--- config.mk ---
export PLATFORM = sky130hd
export DESIGN_NAME = loop_iter_pe
export DESIGN_NICKNAME = d
export VERILOG_FILES = /design/src/rtl/lip_pkg.sv /design/src/rtl/lip_cfg_regs.sv /design/src/rtl/lip_period_ctr.sv /design/src/rtl/lip_alu.sv /design/src/rtl/lip_seq.sv /design/src/rtl/loop_iter_pe.sv
export SDC_FILE = /design/constraint.sdc
export NUM_CORES = 1
export LEC_CHECK = 0
export ABC_AREA = 1
export BUFFER_PORTS_ARGS = -buffer_cell sky130_fd_sc_hd__buf_4
export CAP_MARGIN = 20
export CORE_MARGIN = 4
export CORE_UTILIZATION = 35
export CTS_BUF_LIST = sky130_fd_sc_hd__clkbuf_8
export CTS_CLUSTER_DIAMETER = 100
export DETAILED_ROUTE_END_ITERATION = 8
export GPL_TIMING_DRIVEN = 0
export PLACE_DENSITY = 0.56
export SLEW_MARGIN = 10
export SYNTH_ARGS = -nofsm -noshare
export SYNTH_HDL_FRONTEND = slang
export SYNTH_SLANG_ARGS = --single-unit
--- constraint.sdc ---
create_clock -name clk -period 6.08 [get_ports clk]
set_input_delay 1.216 -clock clk [delete_from_list [all_inputs] [get_ports clk]]
set_output_delay 1.216 -clock clk [all_outputs]
set_load 0.01 [all_outputs]
--- src/rtl/lip_pkg.sv ---
package lip_pkg;

    typedef enum logic [1:0] {
        MODE_NEST  = 2'd0,
        MODE_RESET = 2'd1,
        MODE_LEAP  = 2'd2,
        MODE_FREE  = 2'd3
    } lip_mode_e;

    typedef enum logic [2:0] {
        OP_ADD  = 3'd0,
        OP_SUB  = 3'd1,
        OP_MUL  = 3'd2,
        OP_AND  = 3'd3,
        OP_OR   = 3'd4,
        OP_XOR  = 3'd5,
        OP_XNOR = 3'd6,
        OP_PASS = 3'd7
    } lip_op_e;

    typedef enum logic [1:0] {
        SEL_START = 2'd0,
        SEL_PER   = 2'd1,
        SEL_CEIL  = 2'd2,
        SEL_NONE  = 2'd3
    } lip_sel_e;

    typedef enum logic {
        ST_IDLE = 1'b0,
        ST_RUN  = 1'b1
    } lip_state_e;

endpackage

--- src/rtl/lip_cfg_regs.sv ---
module lip_cfg_regs
    import lip_pkg::*;
#(
    parameter int W = 16
) (
    input  logic         clk,
    input  logic         rst_n,
    input  logic         wr,
    input  lip_sel_e     sel,
    input  logic [W-1:0] wdata,
    output logic [W-1:0] start_val,
    output logic [W-1:0] period,
    output logic [W-1:0] ceiling
);
    localparam logic [W-1:0] PER_RST = W'(1);

    always_ff @(posedge clk or negedge rst_n) begin
        if (!rst_n) begin
            start_val <= '0;
            period    <= PER_RST;
            ceiling   <= '0;
        end else if (wr) begin
            unique case (sel)
                SEL_START: start_val <= wdata;
                SEL_PER:   period    <= wdata;
                SEL_CEIL:  ceiling   <= wdata;
                SEL_NONE:  ;
            endcase
        end
    end

    // the unused select leaves every parameter alone
    a_r12_none_ignored: assert property (@(posedge clk) disable iff (!rst_n)
        (wr && sel == SEL_NONE) |=> ($stable(start_val) && $stable(period) && $stable(ceiling)));

endmodule

--- src/rtl/lip_period_ctr.sv ---
module lip_period_ctr #(
    parameter int W = 16
) (
    input  logic         clk,
    input  logic         rst_n,
    input  logic         load,
    input  logic         step,
    input  logic [W-1:0] period,
    output logic         boundary
);
    logic [W-1:0] cnt_q;
    logic [W-1:0] reload;

    always_comb begin
        reload = (period == '0) ? '0 : period - W'(1);
    end

    always_ff @(posedge clk or negedge rst_n) begin
        if (!rst_n) begin
            cnt_q <= '0;
        end else if (load) begin
            cnt_q <= reload;
        end else if (step) begin
            cnt_q <= (cnt_q == '0) ? reload : cnt_q - W'(1);
        end
    end

    assign boundary = (cnt_q == '0);

    // between boundaries the counter moves down by exactly one per step
    a_r4_countdown: assert property (@(posedge clk) disable iff (!rst_n)
        (step && !load && cnt_q != '0) |=> (cnt_q == $past(cnt_q) - W'(1)));

    // a load leaves the counter at period-1 (0 for periods 0 and 1)
    a_r1_ctr_load: assert property (@(posedge clk) disable iff (!rst_n)
        (load && $stable(period)) |=> (cnt_q == ((period == '0) ? '0 : period - W'(1))));

endmodule

--- src/rtl/lip_alu.sv ---
module lip_alu
    import lip_pkg::*;
#(
    parameter int W = 16
) (
    input  lip_op_e      op,
    input  logic [W-1:0] a,
    input  logic [W-1:0] b,
    output logic [W-1:0] y
);
    localparam int PW = 2 * W;
    logic [PW-1:0] prod;

    always_comb begin
        prod = PW'(a) * PW'(b);
        unique case (op)
            OP_ADD:  y = a + b;
            OP_SUB:  y = a - b;
            OP_MUL:  y = prod[W-1:0];
            OP_AND:  y = a & b;
            OP_OR:   y = a | b;
            OP_XOR:  y = a ^ b;
            OP_XNOR: y = ~(a ^ b);
            OP_PASS: y = b;
        endcase
    end

endmodule

--- src/rtl/lip_seq.sv ---
module lip_seq
    import lip_pkg::*;
#(
    parameter int W = 16
) (
    input  logic         clk,
    input  logic         rst_n,
    input  logic         start,
    input  logic         iter_stb,
    input  lip_mode_e    mode,
    input  logic         boundary,
    input  logic [W-1:0] start_val,
    input  logic [W-1:0] ceiling,
    input  logic [W-1:0] alu_y,
    output logic         ctr_load,
    output logic         ctr_step,
    output logic         leap_operand,
    output logic [W-1:0] acc_q
);
    lip_state_e   state_q, state_d;
    logic         wrap_q;
    logic [W-1:0] nxt;

    // next-state logic
    always_comb begin
        unique case (state_q)
            ST_IDLE: state_d = start ? ST_RUN : ST_IDLE;
            ST_RUN:  state_d = ST_RUN;
        endcase
    end

    // state register
    always_ff @(posedge clk or negedge rst_n) begin
        if (!rst_n) state_q <= ST_IDLE;
        else        state_q <= state_d;
    end

    // control outputs
    always_comb begin
        ctr_load     = start;
        ctr_step     = (state_q == ST_RUN) && iter_stb && !start;
        leap_operand = (mode == MODE_LEAP) && boundary;
    end

    // value selection; wrap_q is the registered ceiling compare
    always_comb begin
        unique case (mode)
            MODE_NEST:  nxt = boundary ? (wrap_q ? start_val : alu_y) : acc_q;
            MODE_RESET: nxt = boundary ? start_val : alu_y;
            MODE_LEAP:  nxt = alu_y;
            MODE_FREE:  nxt = alu_y;
        endcase
    end

    always_ff @(posedge clk or negedge rst_n) begin
        if (!rst_n) begin
            acc_q  <= '0;
            wrap_q <= 1'b0;
        end else if (ctr_load) begin
            acc_q  <= start_val;
            wrap_q <= (start_val == ceiling);
        end else if (ctr_step) begin
            acc_q  <= nxt;
            wrap_q <= (nxt == ceiling);
        end
    end

    // no start and no strobe keeps the value
    a_r3_hold: assert property (@(posedge clk) disable iff (!rst_n)
        (!start && !iter_stb) |=> $stable(acc_q));

    // strobes before arming are ignored
    a_r2_idle_ignore: assert property (@(posedge clk) disable iff (!rst_n)
        (state_q == ST_IDLE && !start) |=> $stable(acc_q));

    // start loads the start value, even with a strobe present
    a_r1_start_load: assert property (@(posedge clk) disable iff (!rst_n)
        start |=> (acc_q == $past(start_val)));

    // boundary strobe in resetting mode restores the start value
    a_r5_reset_boundary: assert property (@(posedge clk) disable iff (!rst_n)
        (ctr_step && mode == MODE_RESET && boundary) |=> (acc_q == $past(start_val)));

    // nested mode holds inside a period
    a_r6_nest_hold: assert property (@(posedge clk) disable iff (!rst_n)
        (ctr_step && mode == MODE_NEST && !boundary) |=> $stable(acc_q));

endmodule

--- src/rtl/loop_iter_pe.sv ---
module loop_iter_pe
    import lip_pkg::*;
#(
    parameter int W = 16
) (
    input  logic         clk,
    input  logic         rst_n,
    input  logic         cfg_wr,
    input  logic [1:0]   cfg_sel,
    input  logic [W-1:0] cfg_wdata,
    input  logic [1:0]   mode,
    input  logic [2:0]   alu_op,
    input  logic         delta_src,
    input  logic [W-1:0] imm_delta,
    input  logic [W-1:0] nbr_delta,
    input  logic         start,
    input  logic         iter_stb,
    output logic [W-1:0] acc_out
);
    logic [W-1:0] start_val, period, ceiling;
    logic [W-1:0] delta, operand_b, alu_y, acc_q;
    logic         ctr_load, ctr_step, boundary, leap_operand;

    lip_cfg_regs #(.W(W)) u_cfg (
        .clk       (clk),
        .rst_n     (rst_n),
        .wr        (cfg_wr),
        .sel       (lip_sel_e'(cfg_sel)),
        .wdata     (cfg_wdata),
        .start_val (start_val),
        .period    (period),
        .ceiling   (ceiling)
    );

    lip_period_ctr #(.W(W)) u_ctr (
        .clk      (clk),
        .rst_n    (rst_n),
        .load     (ctr_load),
        .step     (ctr_step),
        .period   (period),
        .boundary (boundary)
    );

    always_comb begin
        delta     = delta_src ? nbr_delta : imm_delta;
        operand_b = leap_operand ? start_val : delta;
    end

    lip_alu #(.W(W)) u_alu (
        .op (lip_op_e'(alu_op)),
        .a  (acc_q),
        .b  (operand_b),
        .y  (alu_y)
    );

    lip_seq #(.W(W)) u_seq (
        .clk          (clk),
        .rst_n        (rst_n),
        .start        (start),
        .iter_stb     (iter_stb),
        .mode         (lip_mode_e'(mode)),
        .boundary     (boundary),
        .start_val    (start_val),
        .ceiling      (ceiling),
        .alu_y        (alu_y),
        .ctr_load     (ctr_load),
        .ctr_step     (ctr_step),
        .leap_operand (leap_operand),
        .acc_q        (acc_q)
    );

    assign acc_out = acc_q;

endmodule

After elaboration in Yosys (flattened, before gate mapping)

Index checks and enable logic that the tools add are counted.

Output and inout port bits: 16
Input port bits: 61
Flip-flop bits (word level): 82
Word-level logic and storage cells: 62

Reductions and logical operators: 14
Equality and inequality tests: 14
Bitwise logic cells: 5
Multipliers: 1
Muxes and demuxes: 17
$add $sub $neg: 4

Operators by type and width:

| operator              | number |
|---|---|
| $mux 16               | 11 |
| $pmux 16 s8           | 1 |
| $pmux 16 s3           | 1 |
| $eq 16x16->1          | 2 |
| $logic_not 16->1      | 2 |
| $sub 16x1->16 const B | 2 |
| $add 16x16->16        | 1 |
| $and 16x16->16        | 1 |
| $mul 16x16->16        | 1 |
| $not 16->16           | 1 |
| $or 16x16->16         | 1 |
| $sub 16x16->16        | 1 |
| $xor 16x16->16        | 1 |
| $eq 3x3->1 const B    | 4 |
| $eq 2x2->1 const B    | 3 |
| $eq 3x2->1 const B    | 2 |
| $reduce_and 2->1      | 3 |
| $eq 2x1->1 const B    | 2 |
| $logic_not 2->1       | 2 |
| $eq 3x1->1 const B    | 1 |
| $logic_and 1x1->1     | 3 |
| $logic_not 3->1       | 1 |
| $mux 1                | 3 |
| $pmux 1 s2            | 1 |
| other kinds (4)       | 4 |

Longest topological paths before layout

Gate-level depths: netlist of run 1.

Depth in word-level cells: 12
Mapped depth: 44
Depth with buffers taken out: 43

Hierarchy

Synthesis of run 1 repeated with hierarchy kept, for this count alone.

Cells, all modules: 1,931
Area, all modules: 12,708.4 sq um

By module, submodules not included:

| module         | sequential area each (sq um) | area an instance (sq um) | cells an instance | instances |
|---|---|---|---|---|
| lip_alu        | 0.0                          | 6,718.9                  | 1,022             | 1 |
| lip_cfg_regs   | 1,202.4                      | 2,045.7                  | 214               | 1 |
| lip_seq        | 450.4                        | 1,756.7                  | 310               | 1 |
| lip_period_ctr | 400.4                        | 1,677.9                  | 265               | 1 |
| loop_iter_pe   | 0.0                          | 509.2                    | 120               | 1 |

Worst setup path after synthesis of run 1

OpenSTA, ideal clock, no wires.

Path type: input port to flip-flop
Start: input delta_src
End: register u_seq.wrap_q
Required time: 5.963 ns
Setup time: 0.117 ns
Setup slack: -1.107 ns
Path buffers: 2
Arrival: 7.071 ns
Stages: 32
Cell sequence: buf_2 -> buf_2 -> mux2i_1 -> nand2_2 -> nand2_4 -> inv_1 -> nand2_1 -> fa_1 -> fa_1 -> fa_1 -> fa_1 -> inv_1 -> fa_1 -> inv_1 -> fa_1 -> inv_1 -> ha_1 -> inv_1 -> nor4_1 -> nand3_1 -> nand4_1 -> a21o_1 -> a21oi_1 -> a21oi_1 -> o21ai_0 -> nand4_1 -> o21ai_0 -> nand2_1 -> o211ai_1 -> xor2_1 -> nand2_1 -> nand2_1

Word-level cells in the longest chain between the ends: 11
Elaborated cells between the ends (all ways): 17
Those cells by class: add/sub (2); mul (1); eq/ne (1); mux (9); bitwise (4)

Ends and longest elaborated chain:

| what                                                   | line               | RTL |
|---|---|---|
| from (decl)                                            | loop_iter_pe.sv:13 | `input logic delta_src,` |
| $mux 16 (*)                                            | loop_iter_pe.sv:45 | `delta = delta_src ? nbr_delta : imm_delta;` |
| $mux 16 (*)                                            | loop_iter_pe.sv:46 | `operand_b = leap_operand ? start_val : delta;` |
| branches (longest 2 deep; another with $mul 16x16->16) | n/a                |  |
| $pmux 16 s8 (*)                                        | lip_alu.sv:16      | `unique case (op)` |
| $mux 16 (2 in a row)                                   | lip_seq.sv:48      | `MODE_NEST: nxt = boundary ? (wrap_q ? start_val : alu_y) : acc_q;` |
| $pmux 16 s3 (*)                                        | lip_seq.sv:47      | `unique case (mode)` |
| $eq 16x16->1 (*)                                       | lip_seq.sv:64      | `wrap_q <= (nxt == ceiling);` |
| $mux 1 (*)                                             | lip_seq.sv:62      | `end else if (ctr_step) begin` |
| $mux 1 (*)                                             | lip_seq.sv:59      | `end else if (ctr_load) begin` |
| to (signal assigned)                                   | lip_seq.sv:61      | `wrap_q <= (start_val == ceiling);` |
| to (signal assigned)                                   | lip_seq.sv:64      |  |
| to (decl)                                              | lip_seq.sv:21      | `logic wrap_q;` |

Every way passes the cells marked *. The select of a mux whose other input is x is not followed.
A chain may end at the register's enable or synchronous reset.

Worst setup path after layout of run 1

Start: input mode[1]
End: register u_seq.wrap_q

Word-level cells in the longest chain between the ends: 12
Elaborated cells between the ends (all ways): 22
Those cells by class: add/sub (2); mul (1); eq/ne (4); mux (8); bitwise (4); reduce/logical (3)

Ends and longest elaborated chain:

| what                                                   | line               | RTL |
|---|---|---|
| from (decl)                                            | loop_iter_pe.sv:11 | `input logic [1:0] mode,` |
| branches (longest 8 deep; another with $mul 16x16->16) | n/a                |  |
| $pmux 16 s3 (*)                                        | lip_seq.sv:47      |  |
| $eq 16x16->1 (*)                                       | lip_seq.sv:64      |  |
| $mux 1 (*)                                             | lip_seq.sv:62      |  |
| $mux 1 (*)                                             | lip_seq.sv:59      |  |

Marks and branches as above.

==> flow_summary.toml, run 1 <==
[floorplanning]
ios = 77
dieArea_um2 = 36200
die_w_um = 190
coreArea_um2 = 32600
dieHeight_um = 190
start_util_pct = 35.6
fp-row-count = 66

[yosys]
yosys_warnings = 0
async_flop_share_pct = 100
syn_nets = 1936
synth_top_area_share_pct = 17.4
synth.most_common_cell = "nand2_1"
synth_common_cells = "411 x nand2_1, 290 x inv_1, 162 x nor2_1"
synth_cells = 1695
syn_avg_cell_area_um2 = 6.86
ys.flop_type = "dfrtp_1"
syn_area_um2 = 11600
yosysSeqAreaShare_pct = 17.7
synthTopCellsByArea = "dfrtp_1 17%, fa_1 14%, nand2_1 13%"
synth_top_area_cell = "dfrtp_1"
synth_edf_count = 0
yosysUniqueCellTypes = 57
ys_ff_latch = 82

[power_and_ir_drop]
p_sw_share_pct = 53.3
p_int_mw = 3.22
power_density_nw_per_um2 = 485
netSwitchingPower_mw = 3.66
power_mw = 6.88
p_clk_share_pct = 6.1
combPwrFrac_pct = 81.9
pwr-share-seq_pct = 12.1
p_leak_nw = 7.21
vdd_drop_max_mv = 0.932

[sta]
slew_viol_final = 0
fin_crit_ps = 7100
max_slew.worst_pin.slew_ps = 921
rsz0062_at_grt = "true"
maxSlewHeadroom_pct = 38.2
fin_worst_skew_ps = 10.4
period_share_pct = 117
final-hold-violation-count = 0
finalSetupViolCount = 10
fin_ws_ps = -1020
fmax_mhz = 141

[run_status]
failed_checks = "setup timing"
status = "finished, violations left"

[critical_path]
crit_slowest_cell = "fa_1"
start_kind = "input pin"
cpPeakStageDelay_ps = 550
worstPathArrival_ps = 7360
crit-reg2reg-launch = "u_seq.acc_q[2]"
crit_start = "mode[1]"
crit_path_frequent_cell = "fa_1"
crit_family = "adder cells"
crit_type = "input pin to register"
crit_buf_inv = 10
required_ps = 6340
cp-end-kind = "register"
worstPathMaxFanout = 6

[clock_tree]
clock_sinks = 82
cts_hold_buf = 0
tritoncts = "yes"
clk_pin_slew_ps = 90
cts_buffer_depth = 2
numCtsBuffers = 9
cts_root_buffer = "clkbuf_8"
cts-htree-levels = 3
clkLatencyLatePin_ps = 360

[cells_and_area]
diodes = 0
drive_gt1_share_pct = 18.4
area_growth_syn_to_layout_pct = 22.1
nNetsFinal = 2083
fill_cells = 3477
postLayoutCoreUtil_pct = 43.5

[grt]
grt_max_degree = 83
gr-total-overflow = 0
grt_usage_pct = 23.1
grt_antenna_before_repair = 0
grt_pass1_wl_um = 65100
grt_pass1_vias = 11600

[routing]
routed_wl_um = 42100
ant_nets = 0
drc_errors = 0
drt-initial-drc-count = 956
wl_per_cell_um = 18.4
routed-via-count = 11800
vias_per_cell = 5.13
firstDrtPassIters = 5

[flow_run]
drv_cap = 0

[min_path]
holdCritStartpoint = "u_cfg.start_val[12]"
min_path_type = "register to register"

[place]
gp_congestion = 0.930
dp_slack_ps = -1790
dp_hpwl_um = 33600
port_buffers = 74
area by class of cell:
class / instances / area, µm² / share of cell area [%]
Sequential cell: 82 / 2050 / 14.5
Timing Repair Buffer: 136 / 1130 / 7.94
Clock buffer: 10 / 138 / 0.970
Clock inverter: 6 / 66.3 / 0.467
Inverter: 314 / 1250 / 8.83
Multi-Input combinational cell: 1256 / 8750 / 61.7
Tap cell: 442 / 553 / 3.90
Buffer: 43 / 251 / 1.77
registers in the layout, indices dropped and copies added (netlist names):
signal,cells
u_seq.state_q,1
u_seq.wrap_q,1
u_ctr.cnt_q,16
u_seq.acc_q,16
u_cfg.period,16
u_cfg.ceiling,16
u_cfg.start_val,16
metal layers:
layer / wire length, µm / track usage, % / vias to the layer above
met5: 0 / 0 / -
met2: 20300 / 40.7 / 396
met4: 2040 / 9.67 / 0
li1: - / - / 5687
met3: 2360 / 2.45 / 88
met1: 17400 / 28.8 / 5581
worst register-to-register path: cells and delay by family, from the launching register on:
family	cells	cell delay (ps)
adder cells (fa/ha/maj)	7	2890
buffers and inverters	7	1550
AND/OR/NAND/NOR	8	1150
AO/OA/AOI/OAI	6	690
flip-flops	1	460
XOR/XNOR	1	180
cell families (layout without fill, tap and decap cells):
| group | count (synthesis) | count (layout) | share of synthesized area (%) |
|---|---|---|---|
| AO/OA/AOI/OAI | 258 | 258 | 13.0 |
| XOR/XNOR | 40 | 40 | 3.01 |
| adder cells (fa/ha/maj) | 180 | 180 | 24.6 |
| buffers and inverters | 357 | 509 | 12.0 |
| flip-flops | 82 | 82 | 17.7 |
| multiplexers | 5 | 5 | 0.431 |
| AND/OR/NAND/NOR | 773 | 773 | 29.3 |
power by group through the flow:
stage                     Sequential, mW  Clock (mW)  Combinational, mW
final                              0.830       0.417               5.63
after global routing               0.842       0.448               6.29
after CTS                          0.825       0.431               5.25
after detailed placement           0.834           0               4.42
after global placement             0.833           0               4.35
after floorplan                    0.766           0               3.38
path summary, 6_finish.rpt:
kind                                            end  slack [ps]  cells after the start
worst max-delay path                   u_seq.wrap_q       -1020                     36
worst min-delay path            u_cfg.start_val[12]         490                      2
max in group asynchronous           u_seq.acc_q[11]        4710                      2
min in group asynchronous            u_ctr.cnt_q[3]         760                      1
worst min register to register  u_cfg.start_val[12]         490                      2
worst max register to register         u_seq.wrap_q        -920                     29
layout by cell type (no fill, tap or decap), types with 12 or more instances in the layout:
cell,instances
nand2_1,390
inv_1,271
nor2_1,153
o21ai_0,126
buf_4,118
nand3_1,89
ha_1,85
dfrtp_1,81
fa_1,76
a21oi_1,33
xor2_1,31
clkbuf_1,31
nand4_1,27
nand2_2,26
inv_2,23
buf_6,15
nor3_1,14
nor2_2,13
o211ai_1,13
o21ai_1,13
nand2_4,12
ha_4,12
per-stage QoR:
stage / hold WS (ps) / instance area (µm²) / instances / TNS, ps
final: 492 / 14200 / 2289 / -6240
after global routing: 528 / 14200 / 2289 / -8600
after CTS: 491 / 13800 / 2269 / -5930
after detailed placement: 465 / 13000 / 2211 / -12030
after global placement: 455 / 13000 / 2211 / -11790
after floorplan: 437 / 11800 / 1695 / -2440
timing repair:
item / in CTS / in global routing
cloned: 1 / 0
buffers inserted: 41 / 20
resized for setup: 86 / 49
setup endpoints to repair: 10 / 10
pin swaps: 58 / 55
Note: power is estimated with default switching activity, not from simulation.
==> run 2: changes to the inputs <==
--- a/config.mk
+++ b/config.mk
@@ -14,7 +14,7 @@
 export CTS_CLUSTER_DIAMETER = 100
 export DETAILED_ROUTE_END_ITERATION = 8
 export GPL_TIMING_DRIVEN = 0
-export PLACE_DENSITY = 0.56
+export PLACE_DENSITY = 0.54
 export SLEW_MARGIN = 10
 export SYNTH_ARGS = -nofsm -noshare
 export SYNTH_HDL_FRONTEND = slang
==> constraint.sdc (replaced) <==
create_clock -name clk -period 8.9 [get_ports clk]
set_input_delay 1.78 -clock clk [delete_from_list [all_inputs] [get_ports clk]]
set_output_delay 1.78 -clock clk [all_outputs]
set_load 0.01 [all_outputs]
==> flow_summary.toml, run 2 (synthesis results as in run 1) <==
[grt]
grt.met3_usage_pct = 2.62
gr-total-overflow = 0
grt.busiest_layer = "met2"
grt_pass1_wl_um = 63500
grt_usage_pct = 22.6
grtUsageMet2_pct = 39.5
grt_antenna_before_repair = 0
met1_usage_pct = 29.0
grt_pass1_vias = 11400
grt_max_degree = 83

[clock_tree]
cts_buffer_depth = 2
clock_sinks = 82
clkLatencyLatePin_ps = 370
clk_pin_slew_ps = 90
tritoncts = "yes"
cts_hold_buf = 0
cts_root_buffer = "clkbuf_8"
cts-htree-levels = 3
numCtsBuffers = 9

[cells_and_area]
drive_gt1_share_pct = 10.1
final_common_cell = "nand2_1"
area_growth_syn_to_layout_pct = 12.0
nNetsFinal = 2025
diodes = 0
layout_common_cells = "411 x nand2_1, 289 x inv_1, 162 x nor2_1"
fin_cells = 2231

[floorplanning]
die_w_um = 190
start_util_pct = 35.6
coreArea_um2 = 32600
ios = 77
dieHeight_um = 190
dieArea_um2 = 36200
fp-row-count = 66

[sta]
rsz0062_at_grt = "false"
fin_worst_skew_ps = 16.4
hold_ws_ps = 482
maxSlewHeadroom_pct = 38.5
max_slew.worst_pin.slew_ps = 917
fmax_mhz = 119
setup_tns_ps = 0
final-hold-violation-count = 0
fin_crit_ps = 8370
slew_viol_final = 0
period_share_pct = 94.0
finalSetupViolCount = 0

[routing]
routed_wl_um = 41200
drc_errors = 0
wl_per_cell_um = 18.5
ant_nets = 0
drt-initial-drc-count = 1002
vias_per_cell = 5.10
routed-via-count = 11400
firstDrtPassIters = 5

[critical_path]
crit_path_frequent_cell = "fa_1"
reg2reg_slack_ps = 1230
required_ps = 9160
r2r_cells = 36
worstPathMaxFanout = 10
worstPathArrival_ps = 8630
r2r-end = "u_seq.wrap_q"
crit_slowest_cell = "fa_1"
cpPeakStageDelay_ps = 570
start_kind = "input pin"
crit_type = "input pin to register"
cp-end-kind = "register"
crit-reg2reg-launch = "u_ctr.cnt_q[0]"

[run_status]
status = "completed"

[min_path]
holdCritStartpoint = "u_seq.state_q"
min_to = "u_seq.state_q"
whs_path_depth = 1
min_path_type = "register to register"

[power_and_ir_drop]
p_sw_share_pct = 55.9
vdd_drop_max_mv = 0.161
pwr-share-seq_pct = 15.6
p_int_mw = 1.62
power_density_nw_per_um2 = 282
combPwrFrac_pct = 75.6
netSwitchingPower_mw = 2.05
p_clk_share_pct = 8.8
p_leak_nw = 6.82

[place]
dp_hpwl_um = 33200
port_buffers = 74
gp_congestion = 0.938
dp_cells = 2211

[flow_run]
drv_cap = 0
==> run 2: metal layers <==
layer / wire [µm] / vias to the layer above / part of all wire, %
met2: 19600 / 330 / 48
met3: 1970 / 86 / 4.8
met1: 17800 / 5399 / 43
met4: 1780 / 0 / 4.3
met5: 0 / - / 0
li1: - / 5567 / -
==> run 2: power groups by stage <==
stage               logic, mW  registers (mW)  clock network (mW)
global route             3.19           0.579               0.342
global placement         2.67           0.574                   0
detailed placement       2.71           0.576                   0
floorplan                2.00           0.523                   0
finish                   2.77           0.572               0.322
CTS                      2.74           0.569               0.327
==> run 2: worst max-delay path, delay by kind of cell <==
kind / cells / cell delay (ps)
AOI/OAI and AO/OA: 6 / 760
xor gates and xnor gates: 1 / 180
adders and majority gates: 7 / 3330
buffers and inverters: 7 / 880
muxes: 1 / 270
and+or+nand+nor: 10 / 1420
==> run 2: cell type report <==
| class | count | area, µm² |
|---|---|---|
| Buffer | 43 | 201 |
| Clock buffer | 9 | 124 |
| Clock inverter | 7 | 106 |
| Fill cell | 3532 | 19600 |
| Inverter | 314 | 1190 |
| Multi-Input combinational cell | 1256 | 8190 |
| Sequential cell | 82 | 2050 |
| Tap cell | 442 | 553 |
| Timing Repair Buffer | 78 | 603 |
==> run 2: how the worst max path moves through the flow <==
stage | from | end | depth (start not counted)
after floorplan | delta_src | u_seq.wrap_q | 32
after global placement | delta_src | u_seq.wrap_q | 32
after detailed placement | delta_src | u_seq.wrap_q | 32
after CTS | delta_src | u_seq.wrap_q | 32
after global routing | delta_src | u_seq.wrap_q | 32
final | delta_src | u_seq.wrap_q | 32
==> run 2: metrics by stage <==
step	utilization (%)	worst slack [ps]	area, µm²	power, mW
after floorplan	-	1150	11600	2.52
after global placement	39.0	92.7	12700	3.25
after detailed placement	39.0	113	12700	3.29
after CTS	39.7	483	13000	3.63
after global routing	39.9	43.0	13000	4.11
final	39.9	531	13000	3.67
==> run 2: what timing repair did <==
item / in CTS / in global routing
setup endpoints to repair: 0 / 1
setup buffers: 0 / 2
resized for setup: 0 / 2
